File: src/rtl/cn_pkg.sv
package cn_pkg;
   localparam int ADDR_W = 3;

   typedef enum logic [ADDR_W-1:0] {
      CN_EN_LO = 3'd0,
      CN_EN_HI = 3'd1,
      CN_PU_LO = 3'd2,
      CN_PU_HI = 3'd3,
      CN_STAT  = 3'd4
   } cn_addr_e;

   // status word bit that carries the interrupt flag / clear command
   localparam int STAT_FLAG_BIT = 0;
endpackage

File: src/rtl/cn_regs.sv
module cn_regs
   import cn_pkg::*;
#(
   parameter int NUM_PINS = 22,
   parameter int WORD_W   = 16
) (
   input  logic                clk,
   input  logic                rst_n,
   input  logic                we,
   input  logic [ADDR_W-1:0]   addr,
   input  logic [WORD_W-1:0]   wdata,
   output logic [NUM_PINS-1:0] en_q,
   output logic [NUM_PINS-1:0] pu_q,
   output logic [WORD_W-1:0]   cfg_rdata
);
   // merge a word into the low or high slice of a per-pin vector
   function automatic logic [NUM_PINS-1:0] merge_half(
      input logic [NUM_PINS-1:0] cur,
      input logic [WORD_W-1:0]   d,
      input logic                hi);
      logic [NUM_PINS-1:0] r;
      r = cur;
      for (int i = 0; i < NUM_PINS; i++) begin
         if ((i >= WORD_W) == hi) begin
            r[i] = d[hi ? (i - WORD_W) : i];
         end
      end
      return r;
   endfunction

   // extract the low or high slice of a per-pin vector as a word
   function automatic logic [WORD_W-1:0] slice_half(
      input logic [NUM_PINS-1:0] v,
      input logic                hi);
      logic [WORD_W-1:0] r;
      r = '0;
      for (int j = 0; j < WORD_W; j++) begin
         if (hi) begin
            if (j + WORD_W < NUM_PINS) r[j] = v[j + WORD_W];
         end else begin
            if (j < NUM_PINS) r[j] = v[j];
         end
      end
      return r;
   endfunction

   always_ff @(posedge clk or negedge rst_n) begin
      if (!rst_n) begin
         en_q <= '0;
         pu_q <= '0;
      end else if (we) begin
         case (addr)
            CN_EN_LO: en_q <= merge_half(en_q, wdata, 1'b0);
            CN_EN_HI: en_q <= merge_half(en_q, wdata, 1'b1);
            CN_PU_LO: pu_q <= merge_half(pu_q, wdata, 1'b0);
            CN_PU_HI: pu_q <= merge_half(pu_q, wdata, 1'b1);
            default: ;
         endcase
      end
   end

   always_comb begin
      case (addr)
         CN_EN_LO: cfg_rdata = slice_half(en_q, 1'b0);
         CN_EN_HI: cfg_rdata = slice_half(en_q, 1'b1);
         CN_PU_LO: cfg_rdata = slice_half(pu_q, 1'b0);
         CN_PU_HI: cfg_rdata = slice_half(pu_q, 1'b1);
         default:  cfg_rdata = '0;
      endcase
   end
endmodule

File: src/rtl/cn_sync.sv
module cn_sync #(
   parameter int WIDTH  = 22,
   parameter int STAGES = 2
) (
   input  logic             clk,
   input  logic             rst_n,
   input  logic [WIDTH-1:0] d,
   output logic [WIDTH-1:0] q
);
   logic [WIDTH-1:0] stg [STAGES];

   for (genvar s = 0; s < STAGES; s++) begin : g_stage
      if (s == 0) begin : g_first
         always_ff @(posedge clk or negedge rst_n) begin
            if (!rst_n) stg[0] <= '0;
            else        stg[0] <= d;
         end
      end else begin : g_next
         always_ff @(posedge clk or negedge rst_n) begin
            if (!rst_n) stg[s] <= '0;
            else        stg[s] <= stg[s-1];
         end
      end
   end

   assign q = stg[STAGES-1];
endmodule

File: src/rtl/cn_detect.sv
module cn_detect #(
   parameter int NUM_PINS = 22,
   parameter int STAGES   = 2
) (
   input  logic                clk,
   input  logic                rst_n,
   input  logic [NUM_PINS-1:0] pins_raw,
   input  logic [NUM_PINS-1:0] pins_sync,
   input  logic [NUM_PINS-1:0] en,
   input  logic                sleep,
   input  logic                clr,
   output logic                flag,
   output logic                wake
);
   localparam int WARM_W = STAGES + 1;

   logic [NUM_PINS-1:0] prev_q;
   logic [NUM_PINS-1:0] snap_q;
   logic [WARM_W-1:0]   warm_q;
   logic                primed;
   logic                change;
   logic                async_diff;

   // ignore comparisons until synchronizer and history hold real samples
   always_ff @(posedge clk or negedge rst_n) begin
      if (!rst_n) warm_q <= '0;
      else        warm_q <= {warm_q[WARM_W-2:0], 1'b1};
   end
   assign primed = warm_q[WARM_W-1];

   always_ff @(posedge clk or negedge rst_n) begin
      if (!rst_n) prev_q <= '0;
      else        prev_q <= pins_sync;
   end

   // snapshot follows the synchronized pins while awake, freezes in sleep
   always_ff @(posedge clk or negedge rst_n) begin
      if (!rst_n)      snap_q <= '0;
      else if (!sleep) snap_q <= pins_sync;
   end

   assign change = primed && ((en & (pins_sync ^ prev_q)) != '0);

   // change wins over a same-edge clear
   always_ff @(posedge clk or negedge rst_n) begin
      if (!rst_n) flag <= 1'b0;
      else        flag <= (flag && !clr) || change;
   end

   assign async_diff = (en & (pins_raw ^ snap_q)) != '0;
   assign wake       = sleep && (flag || async_diff);
endmodule

File: src/rtl/chg_notify.sv
module chg_notify
   import cn_pkg::*;
#(
   parameter int NUM_PINS    = 22,
   parameter int WORD_W      = 16,
   parameter int SYNC_STAGES = 2
) (
   input  logic                clk,
   input  logic                rst_n,
   input  logic [NUM_PINS-1:0] pin_in,
   input  logic [NUM_PINS-1:0] pin_is_input,
   input  logic                sleep_req,
   input  logic                reg_we,
   input  logic [2:0]          reg_addr,
   input  logic [WORD_W-1:0]   reg_wdata,
   output logic [WORD_W-1:0]   reg_rdata,
   output logic                irq_o,
   output logic                wake_o,
   output logic [NUM_PINS-1:0] pullup_o
);
   if (NUM_PINS < 1 || NUM_PINS > 2 * WORD_W) begin : g_bad_pins
      $error("chg_notify: NUM_PINS must lie in 1..2*WORD_W");
   end
   if (SYNC_STAGES < 2) begin : g_bad_sync
      $error("chg_notify: SYNC_STAGES must be at least 2");
   end
   if (WORD_W <= STAT_FLAG_BIT) begin : g_bad_word
      $error("chg_notify: WORD_W too narrow for status word");
   end

   logic [NUM_PINS-1:0] en_q;
   logic [NUM_PINS-1:0] pu_q;
   logic [NUM_PINS-1:0] pins_sync;
   logic [WORD_W-1:0]   cfg_rdata;
   logic                clr;
   logic                flag;

   assign clr = reg_we && (reg_addr == CN_STAT) && reg_wdata[STAT_FLAG_BIT];

   cn_regs #(.NUM_PINS(NUM_PINS), .WORD_W(WORD_W)) u_regs (
      .clk       (clk),
      .rst_n     (rst_n),
      .we        (reg_we),
      .addr      (reg_addr),
      .wdata     (reg_wdata),
      .en_q      (en_q),
      .pu_q      (pu_q),
      .cfg_rdata (cfg_rdata)
   );

   cn_sync #(.WIDTH(NUM_PINS), .STAGES(SYNC_STAGES)) u_sync (
      .clk   (clk),
      .rst_n (rst_n),
      .d     (pin_in),
      .q     (pins_sync)
   );

   cn_detect #(.NUM_PINS(NUM_PINS), .STAGES(SYNC_STAGES)) u_det (
      .clk       (clk),
      .rst_n     (rst_n),
      .pins_raw  (pin_in),
      .pins_sync (pins_sync),
      .en        (en_q),
      .sleep     (sleep_req),
      .clr       (clr),
      .flag      (flag),
      .wake      (wake_o)
   );

   assign irq_o    = flag;
   assign pullup_o = pu_q & pin_is_input;

   always_comb begin
      if (reg_addr == CN_STAT) begin
         reg_rdata = '0;
         reg_rdata[STAT_FLAG_BIT] = flag;
      end else begin
         reg_rdata = cfg_rdata;
      end
   end
endmodule

File: config.mk
export PLATFORM = sky130hd
export DESIGN_NAME = chg_notify
export DESIGN_NICKNAME = d
export VERILOG_FILES = /design/src/rtl/cn_pkg.sv /design/src/rtl/cn_regs.sv /design/src/rtl/cn_sync.sv /design/src/rtl/cn_detect.sv /design/src/rtl/chg_notify.sv
export SDC_FILE = /design/constraint.sdc
export NUM_CORES = 1
export LEC_CHECK = 0
export ABC_AREA = 1
export ABC_CLOCK_PERIOD_IN_PS = 1000
export BUFFER_PORTS_ARGS = -buffer_cell sky130_fd_sc_hd__buf_4
export CELL_PAD_IN_SITES_DETAIL_PLACEMENT = 1
export CELL_PAD_IN_SITES_GLOBAL_PLACEMENT = 1
export CORE_ASPECT_RATIO = 1.25
export CORE_MARGIN = 2
export CORE_UTILIZATION = 38
export DETAILED_ROUTE_END_ITERATION = 8
export HOLD_SLACK_MARGIN = 0.02
export PLACE_DENSITY_LB_ADDON = 0.15
export REMOVE_ABC_BUFFERS = 1
export SYNTH_ARGS = -nofsm -noshare
export SYNTH_HDL_FRONTEND = slang
export SYNTH_HIERARCHICAL = 1
export SYNTH_SLANG_ARGS = --single-unit
File: constraint.sdc
create_clock -name clk -period 1 [get_ports clk]
set_input_delay 0 -clock clk [delete_from_list [all_inputs] [get_ports clk]]
set_output_delay 0 -clock clk [all_outputs]
set_load 0.01 [all_outputs]
==> impl_metrics.yaml, run 1 <==
outcome:
  outcome: "finished with violations"
  violations: "negative setup slack"
finish:
  seqCellArea_um2: 3412
  syn_to_final_growth_pct: 46.50
  multiInputGateArea_um2: 2245
  antenna_cells: 0
  fill_cells: 1908
  layout-drive-gt1-share_pct: 30.81
  instances_no_fill: 1180
  nets: 1018
placed_design:
  hpwlAfterDp_mm: 13.92
  place_congestion: 0.8096
  port_buffers: 106
  placedCellCount: 1076
  dp_slack_ns: -0.2908
route:
  drt_wl_total_mm: 20.68
  via_per_inst: 4.825
  vias: 5694
  avgRoutedWirePerCell_um: 17.52
  drtIter0Drc: 246
  final_antenna_net_count: 0
  drtPass1Iterations: 4
  drc: 0
logic_synthesis:
  syn-cell-area_um2: 6235
  synth_area_leaders: "dfrtp_1 (55%), nand2_1 (14%), inv_1 (5.7%), nand3_1 (5.3%), buf_4 (3.5%)"
  ys_seq_area_share_pct: 54.59
  synth.top_cell.area_share_pct: 54.59
  synth_commonest_cells: "nand2_1 (229), dfrtp_1 (136), inv_1 (95)"
  synth_edf_count: 0
  synth.most_common_cell: "nand2_1"
  async_flop_share_pct: 100.0
  yosysUniqueCellTypes: 28
  synth_ff_type: "dfrtp_1"
  post_synth_inst_count: 736
  avgSynthCellArea_um2: 8.471
  synth-seq-cells: 136
  yosysTopAreaCell: "dfrtp_1"
  yosysWarnings: 6
worst_setup_path:
  crit_path_end_kind: "output pin"
  critPathRequiredTime_ns: 1.00
  critPathArrivalTime_ns: 1.68
  worstSetupPathType: "flip-flop to output pin"
  crit_path_start_kind: "flip-flop"
  cp_max_fo: 2
  reg2reg_slack_ns: -0.35
cts:
  cts_tree: "done"
  cts-root-buf: "clkbuf_16"
  clock_latency_ns: 0.42
  htree_levels: 4
  cts_buffers: 17
  max-clock-path-buffers: 2
  clock-sinks: 136
  clk_pin_slew_worst_paths_ns: 0.06
die:
  dieHeight_um: 147.2
  boundaryPins: 107
  rows: 52
  die_area_um2: 17450
  die-width_um: 118.6
  coreArea_um2: 16140
  start_util_pct: 38.64
global_route:
  grt_pass1_wl_mm: 32.95
  grt_usage_pct: 24.65
  grt_overflow: 0
  antenna_found_initial: 0
  grt_pass1_vias: 6290
  grt_max_degree: 34
power:
  irDropWorstVdd_v: 0.001103
  power.density_nw_per_um2: 1769
  p_leak_uw: 0.004737
sta:
  setup_slack_ns: -0.6785
  hold_viol: 0
  rsz0062_at_grt: "true"
  layout_min_cycle_time_ns: 1.679
  timing.fmax_mhz: 595.8
  setup_viol: 41
  slew_viol_final: 0
  finClkSkew_ns: 0.007180
  fin_crit_sh_pct: 167.9
run:
  drv_cap: 0
min_path:
  holdCritPathClass: "input port to asynchronous set/reset pin"
==> cells in the final DEF (no fill, tap or decap), types with 16 or more instances in the layout <==
master and count:
nor2_1 39, nand3_1 48, dlygate4sd3_1 43, nand3_2 19
o21ai_0 16, dfrtp_1 129, nand4_1 16, nand2_1 220
buf_6 53, buf_4 137, inv_1 86, clkbuf_16 17
o21ai_1 42
==> logic make-up after synthesis <==
| family | Yosys count | synth area share [%] |
|---|---|---|
| xor gates and xnor gates | 2 | 0.2810 |
| buffers and inverters | 146 | 11.60 |
| DFF | 136 | 54.59 |
| other | 1 | 0.06015 |
| muxes | 5 | 0.9030 |
| AOI/OAI and AO/OA | 69 | 5.880 |
| and+or+nand+nor | 377 | 26.69 |
==> sequential cells by signal, summed over array words and instances, names as in the netlist <==
| name | cells |
|---|---|
| u_det/flag | 1 |
| u_det/prev_q | 22 |
| u_det/snap_q | 22 |
| u_det/warm_q | 3 |
| u_regs/en_q | 22 |
| u_regs/pu_q | 22 |
| u_sync/q | 22 |
| u_sync/stg | 22 |
==> critical path, cell delays in order (launching register included) <==
cell and delay, ns:
dfrtp_1 0.39, or2_1 0.24, nand3_2 0.06, nand2_1 0.06, nor2_2 0.10, nand2_1 0.08
nor2_1 0.10, a21boi_1 0.07, buf_4 0.15
==> stage by stage <==
stage / setup TNS, ns / cell area [µm²] / power, µW / hold WS, ns / util (%)
after floorplan: -0.04259 / 5882 / 7617 / -0.2956 / -
after global placement: -0.9634 / 7572 / 9220 / -0.08909 / 46.93
after detailed placement: -1.187 / 7572 / 9350 / -0.09217 / 46.93
after CTS: -9.820 / 8961 / 16050 / 0.02529 / 55.54
after global routing: -11.74 / 9134 / 16920 / 0.04063 / 56.61
final: -8.823 / 9134 / 16160 / 0.03123 / 56.61
==> repair_timing <==
item,CTS,global route
hold buffers,44,0
pin swaps,37,29
setup endpoints to repair,41,44
hold endpoints to repair,207,0
setup buffers,17,18
resized for setup,80,27
==> where the power goes <==
group	internal [µW]	total [µW]	leakage, µW	switching [µW]
sequential	6070	6590	0.00163	519
combinational	1840	3500	0.00284	1660
clock	3470	6070	0.000269	2600
total	11400	16200	0.00474	4780
==> area by class of cell <==
| type | count | share of cell area (%) |
|---|---|---|
| clock buffer | 17 | 4.658 |
| clock inverter | 15 | 1.562 |
| inverter | 98 | 4.055 |
| multi-input combinational | 454 | 24.58 |
| sequential | 136 | 37.36 |
| tap | 216 | 2.959 |
| timing repair buffer | 244 | 24.84 |
==> routing by layer <==
layer  global-route usage, %  share of wire (%)  wire length (µm)
met3                   5.241                3.7               761
met5                       0                  0                 0
met1                   28.99                 40              8357
met2                   44.54                 54             11070
met4                   8.095                2.4               488
==> path summary, 6_finish.rpt <==
kind / to / cells past startpoint / start
max: wake_o / 8 / u_det/snap_q[18]
min: u_regs/en_q[10] / 2 / rst_n
max reg2reg: u_det/flag / 10 / u_regs/en_q[12]
min reg2reg: u_sync/q[16] / 0 / u_sync/stg[38]
max in group asynchronous: u_sync/q[19] / 3 / rst_n
min in group clk: u_det/snap_q[11] / 3 / sleep_req
Note: power is estimated with default switching activity, not from simulation.
==> run 2, diff against run 1 <==
Settings changed: RECOVER_POWER set to 100, SYNTH_HIERARCHICAL 1 to not set.
==> run 2 against run 1 <==
  * The flow still finishes with violations (negative setup slack)
  * Synthesized area fell by 7.7%
  * Synthesized cell count down 19%
  * First-iteration DRC count down 49%
  * Fmax is 0.46% lower
  * Cell area decreased by 4.4%
  * Flip-flop and latch count unchanged
  * Sequential power about the same
  * Die area is 7.4% lower
  * Wire length fell by 11%
  * Register-to-register slack better by 0.06 ns
  * Critical path type unchanged
  * Largest cell class unchanged
==> impl_metrics.yaml, run 2 <==
outcome:
  outcome: "finished with violations"
  violations: "negative setup slack"
cts:
  cts_buffers: 17
  cts-root-buf: "clkbuf_16"
  cts_tree: "done"
  clock-sinks: 136
  clk_pin_slew_worst_paths_ns: 0.06
  max-clock-path-buffers: 2
  htree_levels: 4
  clock_latency_ns: 0.42
worst_setup_path:
  critPathSlowestCell: "dfrtp_1"
  worstSetupPathType: "flip-flop to output pin"
  reg2reg_to: "u_det.flag"
  crit_path_end_kind: "output pin"
  cp_max_fo: 2
  critPathArrivalTime_ns: 1.69
  crit_chain: "or2_4, nand3_2, nand2_1, nor2_1, nand2_1, nor2_1, a21boi_1, buf_4"
  critPathRequiredTime_ns: 1.00
  r2r_start: "u_sync.q[12]"
  slowest_delay_ns: 0.38
  reg2reg_slack_ns: -0.29
  crit_path_start_kind: "flip-flop"
  ff2ff_path_depth: 10
global_route:
  grt_usage_pct: 24.09
  grt_overflow: 0
  grt_max_degree: 39
  grt_pass1_wl_mm: 29.33
  grt_pass1_vias: 5748
  antenna_found_initial: 0
logic_synthesis:
  synth-seq-cells: 136
  synth_area_leaders: "dfrtp_1 (59%), nand2_1 (10%), o21ai_2 (6.1%), inv_1 (4.1%), nor2_1 (3.5%)"
  synth_edf_count: 0
  avgSynthCellArea_um2: 9.675
  yosysWarnings: 0
  post_synth_inst_count: 595
  yosysUniqueCellTypes: 28
  synth_ff_type: "dfrtp_1"
  ys_seq_area_share_pct: 59.12
  synth.most_common_cell: "nand2_1"
  yosysTopAreaCell: "dfrtp_1"
  async_flop_share_pct: 100.0
  syn-cell-area_um2: 5757
  synth.top_cell.area_share_pct: 59.12
  synth_commonest_cells: "nand2_1 (161), dfrtp_1 (136), inv_1 (63)"
finish:
  final_area_um2: 8735
  layout-drive-gt1-share_pct: 39.33
  mostFrequentLayoutCells: "nand2_1 (149), dfrtp_1 (130), buf_4 (93)"
  antenna_cells: 0
  syn_to_final_growth_pct: 51.73
  nets: 918
  final_common_cell: "nand2_1"
  instances_no_fill: 1044
  fill_cells: 1684
run:
  drv_cap: 0
die:
  start_util_pct: 38.66
  die_area_um2: 16160
  dieHeight_um: 141.6
  coreArea_um2: 14890
  die-width_um: 114.1
  boundaryPins: 107
  rows: 50
min_path:
  hold_depth: 3
  holdCritPathClass: "input port to flip-flop"
  min_from: "sleep_req"
  holdPathEnd: "u_det.snap_q[10]"
sta:
  slew_viol_final: 0
  timing.fmax_mhz: 593.0
  finClkSkew_ns: 0.006986
  worst_pin_slew_ns: 0.8578
  slew_headroom_pct: 42.82
  timing.hold.ws_ns: 0.06457
  hold_viol: 0
  setup_viol: 61
  setup_slack_ns: -0.6862
  layout_min_cycle_time_ns: 1.686
  fin_crit_sh_pct: 168.6
  rsz0062_at_grt: "true"
placed_design:
  port_buffers: 106
  dp_slack_ns: -0.3328
  placedCellCount: 944
  place_area_um2: 7312
  hpwlAfterDp_mm: 12.58
  place_congestion: 0.7894
route:
  vias: 5076
  final_antenna_net_count: 0
  drc: 0
  drt_wl_total_mm: 18.36
  avgRoutedWirePerCell_um: 17.58
  drtPass1Iterations: 4
  drtIter0Drc: 125
  via_per_inst: 4.862
power:
  finalPower_uw: 16160
  power.density_nw_per_um2: 1850
  irDropWorstVdd_v: 0.001196
  p_leak_uw: 0.004452
-- run 2: worst max-delay path by stage --
stage                     startpoint         end  slack (ns)  cells past startpoint
finish              u_det.snap_q[10]      wake_o       -0.69                      8
floorplan                u_sync.q[6]  u_det.flag       -0.14                      7
global placement     u_det.snap_q[1]      wake_o       -0.32                      8
CTS                  u_det.snap_q[3]      wake_o       -0.71                      8
global route         u_det.snap_q[5]      wake_o       -0.80                      8
detailed placement   u_det.snap_q[1]      wake_o       -0.33                      8
-- run 2: metal layers --
metal | track usage, % | vias to the layer above | wire [µm]
met2 | 44.27 | 108 | 10170
met4 | 9.820 | 0 | 439
met3 | 4.571 | 29 | 584
met5 | 0 | - | 0
met1 | 27.20 | 2553 | 7164
li1 | - | 2386 | -
-- run 2: stage by stage --
step	utilization [%]	TNS, ns
2_1_floorplan	-	-0.1866
3_3_place_gp	49.11	-0.7696
3_5_place_dp	49.11	-1.056
4_1_cts	58.91	-7.871
5_1_grt	58.66	-14.98
6_report	58.66	-7.902
-- run 2: timing repair --
item                       CTS  global route
hold buffers                44             1
pin swaps                   26            33
setup buffers               16            17
gates resized for setup    107            38
hold endpoints to repair   208             1
setup endpoints to repair   41            47
-- run 2: kinds of logic (layout without fill, tap and decap cells) --
logic type | after synthesis | in the layout | share of synthesized area [%]
buffers and inverters | 82 | 349 | 6.694
AO/OA/AOI/OAI | 76 | 76 | 10.24
multiplexers | 12 | 12 | 2.347
other | 1 | 1 | 0.06514
AND/OR/NAND/NOR | 288 | 288 | 21.54
flip-flops | 136 | 136 | 59.12
-- run 2: layout make-up --
cell class	instances	area, µm²	area share [%]
flip-flops and latches	136	3411	39.05
clock inverters	10	130.1	1.490
multi-input cells	377	2078	23.79
inverters	68	262.8	3.008
repair buffers	251	2188	25.05
clock buffers	20	436.7	4.999
well taps	182	227.7	2.607
-- run 2: worst max-delay path: cells and delay by family (launching register included) --
family	cells	cell delay [ns]
AND/OR/NAND/NOR	6	0.65
flip-flops	1	0.38
buffers and inverters	1	0.15
AO/OA/AOI/OAI	1	0.09
-- run 2: power by group --
part | switching (µW) | internal (µW) | total [µW]
sequential | 530 | 6080 | 6610
combinational | 1540 | 1830 | 3380
clock | 2310 | 3860 | 6170
total | 4380 | 11800 | 16200
